**src/rtl/bankio_pkg.sv**
```systemverilog
package bankio_pkg;

   typedef enum logic [1:0] {
      ST_IDLE = 2'd0,
      ST_REQ  = 2'd1,
      ST_REL  = 2'd2
   } bio_state_t;

endpackage

```
**src/rtl/bankio_sync.sv**
```systemverilog
module bankio_sync #(
   parameter int STAGES = 2
) (
   input  logic clk,
   input  logic rst_n,
   input  logic d_async,
   output logic q_sync
);

   if (STAGES < 2) begin : g_bad_stages
      $error("bankio_sync: STAGES must be at least 2");
   end

   logic [STAGES-1:0] chain;

   always_ff @(posedge clk or negedge rst_n) begin
      if (!rst_n) begin
         chain <= '0;
      end else begin
         chain <= {chain[STAGES-2:0], d_async};
      end
   end

   assign q_sync = chain[STAGES-1];

endmodule

```
**src/rtl/bankio_timer.sv**
```systemverilog
module bankio_timer #(
   parameter int TO_W = 16,
   parameter bit EN   = 1'b1
) (
   input  logic            clk,
   input  logic            rst_n,
   input  logic            run,
   input  logic [TO_W-1:0] limit,
   output logic            expire
);

   if (TO_W < 1) begin : g_bad_width
      $error("bankio_timer: TO_W must be at least 1");
   end

   if (EN) begin : g_timer
      logic [TO_W-1:0] cnt;

      always_ff @(posedge clk or negedge rst_n) begin
         if (!rst_n) begin
            cnt <= '0;
         end else if (run) begin
            cnt <= cnt + 1'b1;
         end else begin
            cnt <= '0;
         end
      end

      assign expire = run && (limit != '0) && (cnt == limit - 1'b1);

      // a zero limit never aborts an access
      assert_zero_limit_never_expires_R4 : assert property (
         @(posedge clk) disable iff (!rst_n)
         (limit == '0) |-> !expire);

      // the count never runs past the limit
      assert_count_within_limit_R8 : assert property (
         @(posedge clk) disable iff (!rst_n)
         (run && limit != '0) |-> (cnt < limit));
   end else begin : g_no_timer
      logic unused_timer;
      assign unused_timer = ^{clk, rst_n, run, limit};
      assign expire = 1'b0;
   end

endmodule

```
**src/rtl/bankio_port.sv**
```systemverilog
module bankio_port
   import bankio_pkg::*;
#(
   parameter int BANK_W      = 8,
   parameter int REG_W       = 3,
   parameter int DATA_W      = 16,
   parameter int TO_W        = 16,
   parameter int SYNC_STAGES = 2,
   parameter bit TIMEOUT_EN  = 1'b1
) (
   input  logic                    clk,
   input  logic                    rst_n,
   input  logic                    core_req,
   input  logic                    core_wr,
   input  logic [BANK_W-1:0]       core_bank,
   input  logic [REG_W-1:0]        core_reg,
   input  logic [DATA_W-1:0]       core_wdata,
   input  logic [TO_W-1:0]         timeout_limit,
   output logic                    core_busy,
   output logic                    core_done,
   output logic                    core_err,
   output logic [DATA_W-1:0]       core_rdata,
   output logic [BANK_W+REG_W-1:0] bus_addr,
   output logic                    bus_wr,
   output logic [DATA_W-1:0]       bus_wdata,
   output logic                    bus_strobe,
   input  logic [DATA_W-1:0]       bus_rdata,
   input  logic                    bus_done
);

   localparam int ADDR_W = BANK_W + REG_W;

   if (BANK_W < 1 || REG_W < 1 || DATA_W < 1) begin : g_bad_widths
      $error("bankio_port: widths must be at least 1");
   end
   if (ADDR_W > 32) begin : g_bad_addr
      $error("bankio_port: address wider than 32 bits");
   end

   bio_state_t state;
   logic       done_s;
   logic       expire;

   bankio_sync #(.STAGES(SYNC_STAGES)) u_sync (
      .clk     (clk),
      .rst_n   (rst_n),
      .d_async (bus_done),
      .q_sync  (done_s)
   );

   bankio_timer #(.TO_W(TO_W), .EN(TIMEOUT_EN)) u_timer (
      .clk    (clk),
      .rst_n  (rst_n),
      .run    (state == ST_REQ),
      .limit  (timeout_limit),
      .expire (expire)
   );

   always_ff @(posedge clk or negedge rst_n) begin
      if (!rst_n) begin
         state      <= ST_IDLE;
         bus_addr   <= '0;
         bus_wr     <= 1'b0;
         bus_wdata  <= '0;
         bus_strobe <= 1'b0;
         core_done  <= 1'b0;
         core_err   <= 1'b0;
         core_rdata <= '0;
      end else begin
         core_done <= 1'b0;
         core_err  <= 1'b0;
         unique case (state)
            ST_IDLE: begin
               if (core_req) begin
                  bus_addr   <= {core_bank, core_reg};
                  bus_wr     <= core_wr;
                  bus_wdata  <= core_wr ? core_wdata : '0;
                  bus_strobe <= 1'b1;
                  state      <= ST_REQ;
               end
            end
            ST_REQ: begin
               if (done_s) begin
                  bus_strobe <= 1'b0;
                  core_done  <= 1'b1;
                  if (!bus_wr) begin
                     core_rdata <= bus_rdata;
                  end
                  state <= ST_REL;
               end else if (expire) begin
                  bus_strobe <= 1'b0;
                  core_err   <= 1'b1;
                  state      <= ST_REL;
               end
            end
            ST_REL: begin
               if (!done_s) begin
                  state <= ST_IDLE;
               end
            end
            default: state <= ST_IDLE;
         endcase
      end
   end

   assign core_busy = (state != ST_IDLE);

   // bus lines hold while the strobe is up
   assert_bus_stable_R3 : assert property (
      @(posedge clk) disable iff (!rst_n)
      (bus_strobe && $past(bus_strobe)) |->
         ($stable(bus_addr) && $stable(bus_wr) && $stable(bus_wdata)));

   // completion is a single-cycle pulse
   assert_done_pulse_R5 : assert property (
      @(posedge clk) disable iff (!rst_n)
      core_done |=> !core_done);

   // the strobe is down once the core is told the access ended
   assert_strobe_low_at_done_R5 : assert property (
      @(posedge clk) disable iff (!rst_n)
      (core_done || core_err) |-> !bus_strobe);

   // a new strobe never starts while completion is still high
   assert_four_phase_R7 : assert property (
      @(posedge clk) disable iff (!rst_n)
      $rose(bus_strobe) |-> !done_s);

   // error and done never together
   assert_err_excl_R8 : assert property (
      @(posedge clk) disable iff (!rst_n)
      !(core_done && core_err));

   // strobe implies the core is stalled
   assert_busy_cover_R2 : assert property (
      @(posedge clk) disable iff (!rst_n)
      bus_strobe |-> core_busy);

endmodule

```
**config.mk**
```make
export PLATFORM = sky130hd
export DESIGN_NAME = bankio_port
export DESIGN_NICKNAME = d
export VERILOG_FILES = /design/src/rtl/bankio_pkg.sv /design/src/rtl/bankio_sync.sv /design/src/rtl/bankio_timer.sv /design/src/rtl/bankio_port.sv
export SDC_FILE = /design/constraint.sdc
export NUM_CORES = 1
export LEC_CHECK = 0
export ABC_CLOCK_PERIOD_IN_PS = 2400
export BUFFER_PORTS_ARGS = -buffer_cell sky130_fd_sc_hd__buf_4
export CORE_UTILIZATION = 51
export DETAILED_ROUTE_END_ITERATION = 7
export HOLD_SLACK_MARGIN = 0.03
export PLACE_DENSITY = 0.79
export SLEW_MARGIN = 20
export SYNTH_ARGS = -nofsm -noshare
export SYNTH_HDL_FRONTEND = slang
export SYNTH_HIERARCHICAL = 1
export SYNTH_SLANG_ARGS = --single-unit
```
**constraint.sdc**
```tcl
create_clock -name clk -period 2.4 [get_ports clk]
set_input_delay 0.36 -clock clk [delete_from_list [all_inputs] [get_ports clk]]
set_output_delay 0.36 -clock clk [all_outputs]
set_load 0.01 [all_outputs]
```
* After elaboration in Yosys (flattened, before gate mapping) *
Index checks and enable logic that the tools add are counted.
Widths: inputs -> output; s select.

operators by class
  multipliers = 0
  equal/unequal tests = 6
  divide/modulo/power cells = 0
  $add $sub $neg = 2
  magnitude comparators = 0
  bitwise gates (word level) = 1
  shifts and indexed selects = 0
  multiplexer cells = 16
  reduce and logical (&&, ||, !) cells = 10

operator list
  cell                   number
  $mux 16                2
  $add 16x1->16 const B  1
  $eq 16x16->1           1
  $reduce_bool 16->1     1
  $sub 16x1->16 const B  1
  $reduce_and 3->1       3
  $mux 1                 8
  $mux 2                 4
  $pmux 2 s3             1
  $ne 2x2->1 const B     2
  $reduce_bool 2->1      2
  $ne 3x3->1 const B     1
  $eq 2x1->1 const B     1
  $eq 2x2->1 const B     1
  $logic_and 1x1->1      2
  $logic_not 2->1        1
  $pmux 1 s2             1
  $reduce_and 2->1       1
  $not 1->1              1

storage, ports and cells
  memories kept = 0
  bits in read-only memories = 0
  memory bits (writable) = 0
  input bits = 64
  word-level logic and storage cells = 45
  register bits = 67
  output and inout bits = 48
  latch bits = 0

* Depth between registers and ports, before layout *
Gate-level depths: netlist of run 1.

  depth after elaboration = 6
  gate-level depth with buffers = 10
  gate-level depth less buffers = 10

* Cells and area by module *
The synthesis of run 1 kept the hierarchy.

by module, submodules not included
  module        instances  cells an instance  seq. area each (sq um)  area an instance (sq um)
  bankio_port   1          149                1,226.2                 1,984.4
  bankio_timer  1          155                400.4                   1,351.3
  bankio_sync   1          2                  50.0                    50.0

* Worst setup path before layout of run 1 *
No wires, ideal clock.

  path type = input -> register
  start = input port timeout_limit[7]
  end = register bus_strobe
  slack = 29 ps
  stages on the path = 9
  library setup time = 142 ps
  buffers on the path = 1
  data required time = 2,258 ps
  data arrival time = 2,229 ps
  cell sequence = or4_4 > buf_6 > nor4_2 > nand3_1 > a221o_1 > nor4_2 > nor2_1 > o21ai_0 > nand3_1

on the way
  word-level cells in the longest chain between the ends = 5
  elaborated cells between the ends (all ways) = 7
  classes of those cells = 1 x add/sub; 2 x eq/ne; 4 x reduce/logical

ends and longest elaborated chain
  what                                                 line                source
  start: declaration                                   bankio_port.sv:18   input logic [TO_W-1:0] timeout_limit,
  $sub 16x1->16 or $reduce_bool 16->1 (tied branches)  bankio_timer.sv:29  assign expire = run && (limit != '0) && (cnt == limit - 1'b1);
  $eq 16x16->1 or $logic_and 1x1->1 (tied branches)    bankio_timer.sv:29
  $logic_and 1x1->1 *                                  bankio_timer.sv:29
  net expire                                           bankio_port.sv:42   logic expire;
  $ne 3x3->1 (no line) *                               n/a
  $reduce_and 3->1 (no line) *                         n/a
  end signal: assignment                               bankio_port.sv:65   bus_strobe <= 1'b0;
  end signal: assignment                               bankio_port.sv:78   bus_strobe <= 1'b1;
  end signal: assignment                               bankio_port.sv:84   bus_strobe <= 1'b0;
  end: declaration                                     bankio_port.sv:26   output logic bus_strobe,

The timed path passes the listed nets; every way through them passes the cells marked *.
A chain may end at the register's enable or synchronous reset.

* Final worst setup path of run 1 *
Same ends and word-level chain as after synthesis.

==> results of run 1 <==
## logic make-up (layout without fill, tap and decap cells)
kind of cell             count (synthesis)  in the layout  synth area share [%]
buffers and inverters                   17            149                  3.25
AND/OR/NAND/NOR                        122            122                  20.2
adder cells (fa/ha/maj)                  3              3                  1.11
flip-flops                              67             67                  49.5
XOR/XNOR                                29             29                  7.50
multiplexers                            29             29                  11.5
AO/OA/AOI/OAI                           39             39                  6.95
## synthesized netlist by cell type (all sizes together), types with 5 or more instances
master / count
dfrtp: 67
nand3: 14
and2: 14
inv: 5
nor3: 7
nand2: 40
nor2b: 5
nor2: 7
xor2: 18
nor4: 6
or3: 7
buf: 5
mux2: 28
xnor2: 11
o21ai: 22
clkbuf: 7
## layout by cell type, fill, tap and decap left out, drive strengths merged, types with 2 or more instances in the layout
| cell type | n |
|---|---|
| or3 | 7 |
| ha | 3 |
| clkbuf | 14 |
| xnor2 | 11 |
| nor3b | 2 |
| o21ai | 22 |
| nor2b | 5 |
| or4 | 3 |
| nor3 | 7 |
| and3 | 3 |
| nor2 | 7 |
| a21boi | 2 |
| nor4 | 6 |
| buf | 129 |
| nand3b | 2 |
| nand4 | 2 |
| nand2b | 3 |
| a21oi | 3 |
| or2 | 2 |
| xor2 | 18 |
| o31a | 2 |
| a221o | 2 |
| inv | 5 |
| nand2 | 40 |
| and3b | 3 |
| nand3 | 14 |
| and2 | 14 |
| a31oi | 3 |
| dfrtp | 67 |
| mux2 | 28 |
## critical path: stages
cell and delay [ps]:
buf_4 110, or4_4 560, nor4_2 240, o2111ai_1 130, a221o_1 400, nor4_4 280
nor2_1 100, o21ai_0 160, nand3_1 90
## state kept, by name, indices dropped and copies added (netlist names)
name and count:
core_done 1, u_timer/g_timer.cnt 16, u_sync/chain 2, bus_wdata 16, bus_strobe 1, core_rdata 16
bus_addr 11, state 2, bus_wr 1, core_err 1
## power breakdown
group | internal [mW] | total [mW] | switching (mW)
combinational | 0.865 | 1.47 | 0.606
sequential | 1.48 | 1.71 | 0.230
clock | 0.456 | 0.851 | 0.396
## worst min-delay path by stage
stage	startpoint	to	slack (ps)
2_1_floorplan	rst_n	bus_addr[0]	60
3_3_place_gp	u_sync/chain[0]	u_sync/chain[1]	330
3_5_place_dp	u_sync/chain[0]	u_sync/chain[1]	340
4_1_cts	bus_done	u_sync/chain[0]	120
5_1_grt	bus_done	u_sync/chain[0]	110
6_report	rst_n	core_rdata[14]	140
## metal layers
layer / up-vias / share of wire, %
li1: 1311 / -
met1: 1243 / 42
met2: 105 / 49
met3: 6 / 9.1
met5: - / 0
met4: 0 / 0.70
## area by class of cell
| class | count | area [um^2] | area share (%) |
|---|---|---|---|
| clock buffer | 14 | 173 | 3.79 |
| tap | 77 | 96.3 | 2.11 |
| sequential | 67 | 1680 | 36.8 |
| timing repair buffer | 129 | 968 | 21.3 |
| clock inverter | 1 | 7.51 | 0.165 |
| multi-input combinational | 222 | 1620 | 35.5 |
| inverter | 5 | 18.8 | 0.412 |
## timing repair
| item | CTS | global route |
|---|---|---|
| endpoints found under the setup margin | 0 | 2 |
| endpoints found under the hold margin | 0 | 0 |
| gates resized for setup | 0 | 2 |
==> qor.txt, run 1 <==
Final setup fails - 0
CTS root buffer - clkbuf_8
Dominant cells by area after synthesis - dfrtp_1 (50%), mux2_4 (7.5%), xor2_1 (4.7%), nand2_1 (4.4%), mux2_2 (3.7%)
Die Wd - 83.5 um
Clock Latency Late Sink - 330 ps
DR WL/cell - 14.5 um
Area delta synth->final - 34.6%
Synthesized area - 0.00339 mm^2
Number of synthesized flops with an enable pin - 0
Met1 usage - 28.0%
Worst Slack Setup Final - 141 ps
RSZ-0062 raised after global routing - false
Final period util - 94.1%
Net count after synthesis - 373
Yosys warns - 6
CTS Buffer Depth - 2
Cts hold-fix bufs - 0
Port buffer count - 111
Critical Path AT - 2440 ps
Netlist cell types - 47
Largest net degree at the start of global routing - 68
Remaining Overflow, GRT - 0
Syn avg cell area - 11.1 um^2
Hold WC Path Type - input pin to asynchronous set/reset pin
Measured slew at the worst slew-check pin - 821 ps
Diode count - 0
Prevailing post-synth register cell - dfrtp_1
Initial antenna violation count - 0
CP endpoint - bus_strobe
Setup CP Type - input pin to register
PwrDens - 885 mW/mm^2
Seq cells post-synth - 67
Status - finished, final reports clean
WP data required - 2580 ps
Detailed Route WL - 7.47 mm
Initial DRC count - 119
Hold Violations, Final - 0
Util after Layout - 71.3%
GR met2 Demand/Resource - 36.7%
Sink Count - 67
CP endpoint kind - register
DRC Markers - 0
Max-slew violations - 0
Minimum clock period - 2260 ps
Placement Cell Area - 0.00436 mm^2
CP Max Fanout - 4
Setup TNS - 0 ps
Fillers - 476
Worst hold slack - 138 ps
Die area - 0.00697 mm^2
Setup bufs post-CTS - 0
Post-Syn Instances - 306
Finished layout cell area - 0.00456 mm^2
Clock transition at the registers of the reported paths - 70 ps
Worst R2R Setup Slack - 210 ps
Async SR Flop Fraction - 100%
Placed Instances - 500
F_max - 443 MHz
All-layer global routing usage - 22.5%
IR drop worst, VDD - 660 uV
Routed via count - 2,665
I/O pins - 112
Pleak - 2.23 nW
Share of the synthesized area in the top cell type - 49.5%
Placer Congestion - 0.898
Post-DP HPWL - 5.46 mm
M3 GR Usage - 9.50%
Drt first pass iters - 4
Dpl ws - -224 ps
Crit path launch type - input pin
Clock Skew - 10.6 ps
Core area - 0.00639 mm^2
Vias in the first global route - 2,688
Maximum Capacitance Violations - 0
Detail-routed via count per cell - 5.17
Layout cells sized above 1 - 41.8%
Starting Density - 53.0%
Synth area leader - dfrtp_1
CTS tree - yes
Critical path startpoint - timeout_limit[7]
Worst r2r src - u_timer/g_timer.cnt[12]
Post-synthesis sequential area ratio - 49.5%
H-Tree Depth - 3
Total power - 4.03 mW
Core Rows - 29
Reg2reg path depth - 7
Top Usage Layer GRT - met2
Cts bufs inserted - 9
Relative slew slack - 45.3%
Final ANT Viol Nets - 0
First-pass GRT wire length - 12.2 mm
Final nets - 501
Chip Height - 83.5 um
R2R Path End - bus_strobe
Non-Filler Instances - 515
Note: power is estimated with default switching activity, not from simulation.
==> run 2: changes to the inputs <==
--- a/config.mk
+++ b/config.mk
@@ -11,6 +11,7 @@
 export DETAILED_ROUTE_END_ITERATION = 7
 export HOLD_SLACK_MARGIN = 0.03
 export PLACE_DENSITY = 0.79
+export REMOVE_ABC_BUFFERS = 1
 export SLEW_MARGIN = 20
 export SYNTH_ARGS = -nofsm -noshare
 export SYNTH_HDL_FRONTEND = slang
==> run 2 against run 1 <==
Compared with the run above:
- utilization increased by 1.1 points
- count of clock-buffer cells in the layout down 3
- flip-flop and latch count unchanged
- largest power group unchanged
- final area rose by 1.6%
- global-route usage decreased by 0.19 points
- sequential share of layout area shrank 0.57 points
- setup slack lost 33 ps
==> qor.txt, run 2 (same netlist as run 1, synthesis figures left out) <==
CP endpoint kind - register
Initial DRC count - 85
Setup CP Type - input pin to register
Pleak - 2.27 nW
Sink Count - 67
Dpl ws - -221 ps
Status - finished, final reports clean
WP data required - 2610 ps
Setup bufs post-CTS - 0
Routed via count - 2,764
Placement Cell Area - 0.00438 mm^2
Cts bufs inserted - 9
Initial antenna violation count - 0
CTS tree - yes
H-Tree Depth - 3
Critical path startpoint - timeout_limit[7]
Util after Layout - 72.5%
DRC Markers - 0
Worst r2r src - u_timer/g_timer.cnt[12]
Detailed Route WL - 7.65 mm
CP cell instances - buf_4 -> or4_4 -> nor4_4 -> nand3_1 -> a221o_1 -> nor4_4 -> nor2_1 -> o21ai_1 -> nand3_1
Hold WC Path Type - input pin to asynchronous set/reset pin
CTS Buffer Depth - 2
Core area - 0.00639 mm^2
Critical Path AT - 2500 ps
Final setup fails - 0
Detail-routed via count per cell - 5.33
Critical path depth in cells - 9
Diode count - 0
Final ANT Viol Nets - 0
Minimum clock period - 2290 ps
CP endpoint - bus_strobe
Most frequent cells in the layout - buf_4 (132), dfrtp_1 (67), nand2_1 (40)
Worst path bufs/invs - 1
Crit path launch type - input pin
IR drop worst, VDD - 659 uV
F_max - 436 MHz
First-pass GRT wire length - 12.4 mm
Clock Skew - 6.26 ps
Clock Latency Late Sink - 330 ps
Max-slew violations - 0
DR WL/cell - 14.7 um
Vias in the first global route - 2,808
Worst Slack Setup Final - 108 ps
Die Wd - 83.5 um
Post-DP HPWL - 5.58 mm
CP top delay family - simple AND/OR/NAND/NOR gates
I/O pins - 112
Final period util - 95.5%
Relative slew slack - 45.0%
Slowest stage cell, crit path - or4_4
Core Rows - 29
Commonest non-fill, non-tap cell in the layout - buf_4
Clock transition at the registers of the reported paths - 70 ps
Starting Density - 53.0%
CP Max Fanout - 5
Final nets - 504
Largest net degree at the start of global routing - 68
Remaining Overflow, GRT - 0
Hold Violations, Final - 0
All-layer global routing usage - 22.3%
Area delta synth->final - 36.7%
Drt first pass iters - 4
PwrDens - 902 mW/mm^2
Placer Congestion - 0.848
Die area - 0.00697 mm^2
Layout cells sized above 1 - 42.8%
R2R Path End - bus_strobe
Maximum Capacitance Violations - 0
Worst R2R Setup Slack - 150 ps
Chip Height - 83.5 um
Port buffer count - 111
Cts hold-fix bufs - 0
Setup TNS - 0 ps
Largest stage delay, worst path - 580 ps
Top Registers - bus_wdata (16), core_rdata (16), u_timer/g_timer.cnt (16)
CTS root buffer - clkbuf_8
Finished layout cell area - 0.00463 mm^2
Measured slew at the worst slew-check pin - 826 ps
Reg2reg path depth - 7
-- run 2: changes by cell type in the layout (fill, tap and decap cells not counted), sizes merged --
cell | previous run | this run
inv | 5 | 6
clkbuf | 14 | 11
clkinv | 0 | 2
bufinv | 0 | 1
buf | 129 | 132
-- run 2: worst min path at each step --
stage	from	end	slack, ps	cells past startpoint
after CTS	bus_done	u_sync/chain[0]	120	1
after floorplan	rst_n	bus_addr[0]	60	0
after detailed placement	u_sync/chain[0]	u_sync/chain[1]	340	0
after global placement	u_sync/chain[0]	u_sync/chain[1]	330	0
final	rst_n	core_rdata[5]	120	1
after global routing	bus_done	u_sync/chain[0]	120	1
-- run 2: worst register-to-register path: stages (launching register included) --
cell,delay [ps]
dfrtp_1,440
xor2_1,200
or3_2,470
a221o_1,350
nor4_4,350
nor2_1,100
o21ai_1,140
nand3_1,80
-- run 2: report_power, final --
part | internal [mW] | total, mW | leakage [nW] | switching [mW]
combinational | 0.876 | 1.49 | 1.32 | 0.616
sequential | 1.48 | 1.71 | 0.848 | 0.234
clock | 0.540 | 0.966 | 0.106 | 0.426
total | 2.90 | 4.17 | 2.27 | 1.28
-- run 2: area by class of cell --
class / count / area [um^2]
Multi-Input combinational cell: 222 / 1630
Clock buffer: 11 / 151
Fill cell: 472 / 1760
Inverter: 5 / 18.8
Tap cell: 77 / 96.3
Timing Repair Buffer: 132 / 991
Sequential cell: 67 / 1680
Clock inverter: 5 / 60.1
-- run 2: what timing repair did --
| action | 4_1_cts | 5_1_grt |
|---|---|---|
| setup endpoints to repair | 0 | 1 |
| endpoints found under the hold margin | 0 | 0 |
| gates resized for setup | 0 | 5 |
-- run 2: stage by stage --
| step | power, mW | instances | hold slack [ps] |
|---|---|---|---|
| 2_1_floorplan | 2.40 | 294 | 64.4 |
| 3_3_place_gp | 3.16 | 503 | 333 |
| 3_5_place_dp | 3.22 | 503 | 337 |
| 4_1_cts | 4.21 | 519 | 119 |
| 5_1_grt | 4.40 | 519 | 123 |
| 6_report | 4.17 | 519 | 118 |
-- run 2: per-layer routing --
| layer | global-route usage (%) | up-vias | wire [um] |
|---|---|---|---|
| li1 | - | 1320 | - |
| met1 | 26.9 | 1315 | 3070 |
| met2 | 37.3 | 115 | 3810 |
| met3 | 7.32 | 14 | 622 |
| met4 | 8.47 | 0 | 144 |
| met5 | 0 | - | 0 |
==> run 3: changes to the inputs <==
--- a/config.mk
+++ b/config.mk
@@ -5,7 +5,7 @@
 export SDC_FILE = /design/constraint.sdc
 export NUM_CORES = 1
 export LEC_CHECK = 0
-export ABC_CLOCK_PERIOD_IN_PS = 2400
+export ABC_CLOCK_PERIOD_IN_PS = 2200
 export BUFFER_PORTS_ARGS = -buffer_cell sky130_fd_sc_hd__buf_4
 export CORE_UTILIZATION = 51
 export DETAILED_ROUTE_END_ITERATION = 7
==> constraint.sdc (replaced) <==
create_clock -name clk -period 2.2 [get_ports clk]
set_input_delay 0.33 -clock clk [delete_from_list [all_inputs] [get_ports clk]]
set_output_delay 0.33 -clock clk [all_outputs]
set_load 0.01 [all_outputs]
==> run 3 against run 2 <==
Compared with the run above:
- the run now ends with setup timing left
- critical path depth unchanged
- non-clock buffer count up 12
- sequential share of layout area down 1.0 points
- wire length up 0.18%
- final cell count up 2.3%
- register-to-register slack worse by 200 ps
- critical endpoint unchanged
- largest cell class unchanged
- largest power group unchanged
==> qor.txt, run 3 (same netlist as run 1, synthesis figures left out) <==
DR WL/cell - 14.4 um
CTS tree - yes
Clock Skew - 9.54 ps
Top Usage Layer GRT - met2
Routed via count - 2,771
Clock transition at the registers of the reported paths - 70 ps
M3 GR Usage - 8.51%
H-Tree Depth - 3
Core Rows - 29
Remaining Overflow, GRT - 0
Starting Density - 53.0%
Internal cell power - 3.36 mW
PwrDens - 997 mW/mm^2
Pleak - 2.35 nW
RSZ-0062 raised after global routing - true
Util after Layout - 74.5%
Slowest stage cell, crit path - or4_4
Psw - 1.38 mW
Final nets - 516
CTS root buffer - clkbuf_8
Drt first pass iters - 4
Final ANT Viol Nets - 0
Clock Latency Late Sink - 330 ps
Port buffer count - 111
DRC Markers - 0
Hold WC Path Type - input pin to asynchronous set/reset pin
Cts bufs inserted - 9
Setup CP Type - input pin to register
Violated checks - setup timing
Final setup fails - 2
Met1 usage - 28.1%
Final period util - 103%
Clock network power share - 26.4%
Logic pwr share - 34.3%
CP dominant cell by count - nor4_4
Initial DRC count - 120
Placer Congestion - 0.836
All-layer global routing usage - 22.8%
Fillers - 454
GR met2 Demand/Resource - 38.0%
WP data required - 2410 ps
CTS Buffer Depth - 2
Vias in the first global route - 2,745
Initial antenna violation count - 0
Switching part of the total - 29.1%
CP cell instances - buf_6 -> or4_4 -> nor4_4 -> o2111ai_2 -> a221o_1 -> nor4_4 -> nor2_1 -> o21ai_1 -> nand3_1
Worst Slack Setup Final - -63.3 ps
Finished layout cell area - 0.00476 mm^2
F_max - 442 MHz
Core area - 0.00639 mm^2
Measured slew at the worst slew-check pin - 804 ps
Chip Height - 83.5 um
Crit path launch type - input pin
I/O pins - 112
Relative slew slack - 46.4%
Sequential cell fraction of total power - 39.4%
Commonest non-fill, non-tap cell in the layout - buf_4
Diode count - 0
Most frequent cells in the layout - buf_4 (142), dfrtp_1 (67), nand2_1 (40)
Area delta synth->final - 40.6%
Largest stage delay, worst path - 580 ps
Die Wd - 83.5 um
CP Max Fanout - 4
Status - complete, but fails checks
Detail-routed via count per cell - 5.22
Placement Cell Area - 0.00446 mm^2
Critical Path AT - 2470 ps
Detailed Route WL - 7.66 mm
Sink Count - 67
Max-slew violations - 0
Top Registers - bus_wdata (16), core_rdata (16), u_timer/g_timer.cnt (16)
Minimum clock period - 2260 ps
Post-DP HPWL - 5.67 mm
Cts hold-fix bufs - 0
CP endpoint kind - register
Layout cells sized above 1 - 44.3%
First-pass GRT wire length - 12.5 mm
IR drop worst, VDD - 894 uV
Largest net degree at the start of global routing - 68
Die area - 0.00697 mm^2
Hold Violations, Final - 0
Maximum Capacitance Violations - 0
==> run 3: cell type report <==
class	count	area [um^2]	share of cell area, %
Sequential cell	67	1680	35.2
Multi-Input combinational cell	222	1630	34.3
Timing Repair Buffer	144	1090	22.9
Clock buffer	10	138	2.89
Clock inverter	6	111	2.34
Tap cell	77	96.3	2.02
Inverter	5	18.8	0.394
==> run 3: metal layers <==
| layer | routed length (um) | vias to the layer above |
|---|---|---|
| met5 | 0 | - |
| met4 | 73 | 0 |
| met3 | 653 | 8 |
| met2 | 3820 | 99 |
| met1 | 3120 | 1323 |
| li1 | - | 1341 |
==> run 3: path summary, 6_finish.rpt <==
kind,startpoint,end,slack (ps),cells after the start
setup / recovery,timeout_limit[7],bus_strobe,-60,9
hold / removal,rst_n,core_rdata[4],80,1
setup reg to reg,u_timer/g_timer.cnt[14],bus_strobe,-50,7
hold reg to reg,u_sync/chain[0],u_sync/chain[1],370,0
max in group asynchronous,rst_n,u_timer/g_timer.cnt[6],1580,1
min in group clk,bus_done,u_sync/chain[0],110,1
==> run 3: timing repair <==
item	CTS	global route
gates resized for setup	1	6
endpoints found under the setup margin	1	2
pin swaps	0	3
setup buffers	0	2
gates cloned	0	0
==> run 3: metrics by stage <==
stage	hold slack [ps]	TNS [ps]	std cells	worst slack [ps]	total power [mW]
floorplan	34.4	-127	294	-118	2.62
global route	85.1	-262	531	-149	5.01
finish	76.6	-124	531	-63.3	4.75
CTS	87.3	0	529	32.1	4.79
detailed placement	336	-977	513	-361	3.52
global placement	332	-856	513	-314	3.46
==> run 3: power groups by stage <==
| stage | sequential, mW | clock, mW | combinational, mW |
|---|---|---|---|
| 2_1_floorplan | 2.02 | 0 | 0.602 |
| 3_3_place_gp | 1.86 | 0 | 1.60 |
| 3_5_place_dp | 1.87 | 0 | 1.65 |
| 4_1_cts | 1.87 | 1.28 | 1.65 |
| 5_1_grt | 1.92 | 1.34 | 1.76 |
| 6_report | 1.87 | 1.25 | 1.63 |
==> run 3: critical path: cells and delay by family <==
| kind | cells | cell delay (ps) |
|---|---|---|
| buffers and inverters | 1 | 90 |
| AO/OA/AOI/OAI | 3 | 680 |
| AND/OR/NAND/NOR | 5 | 1360 |
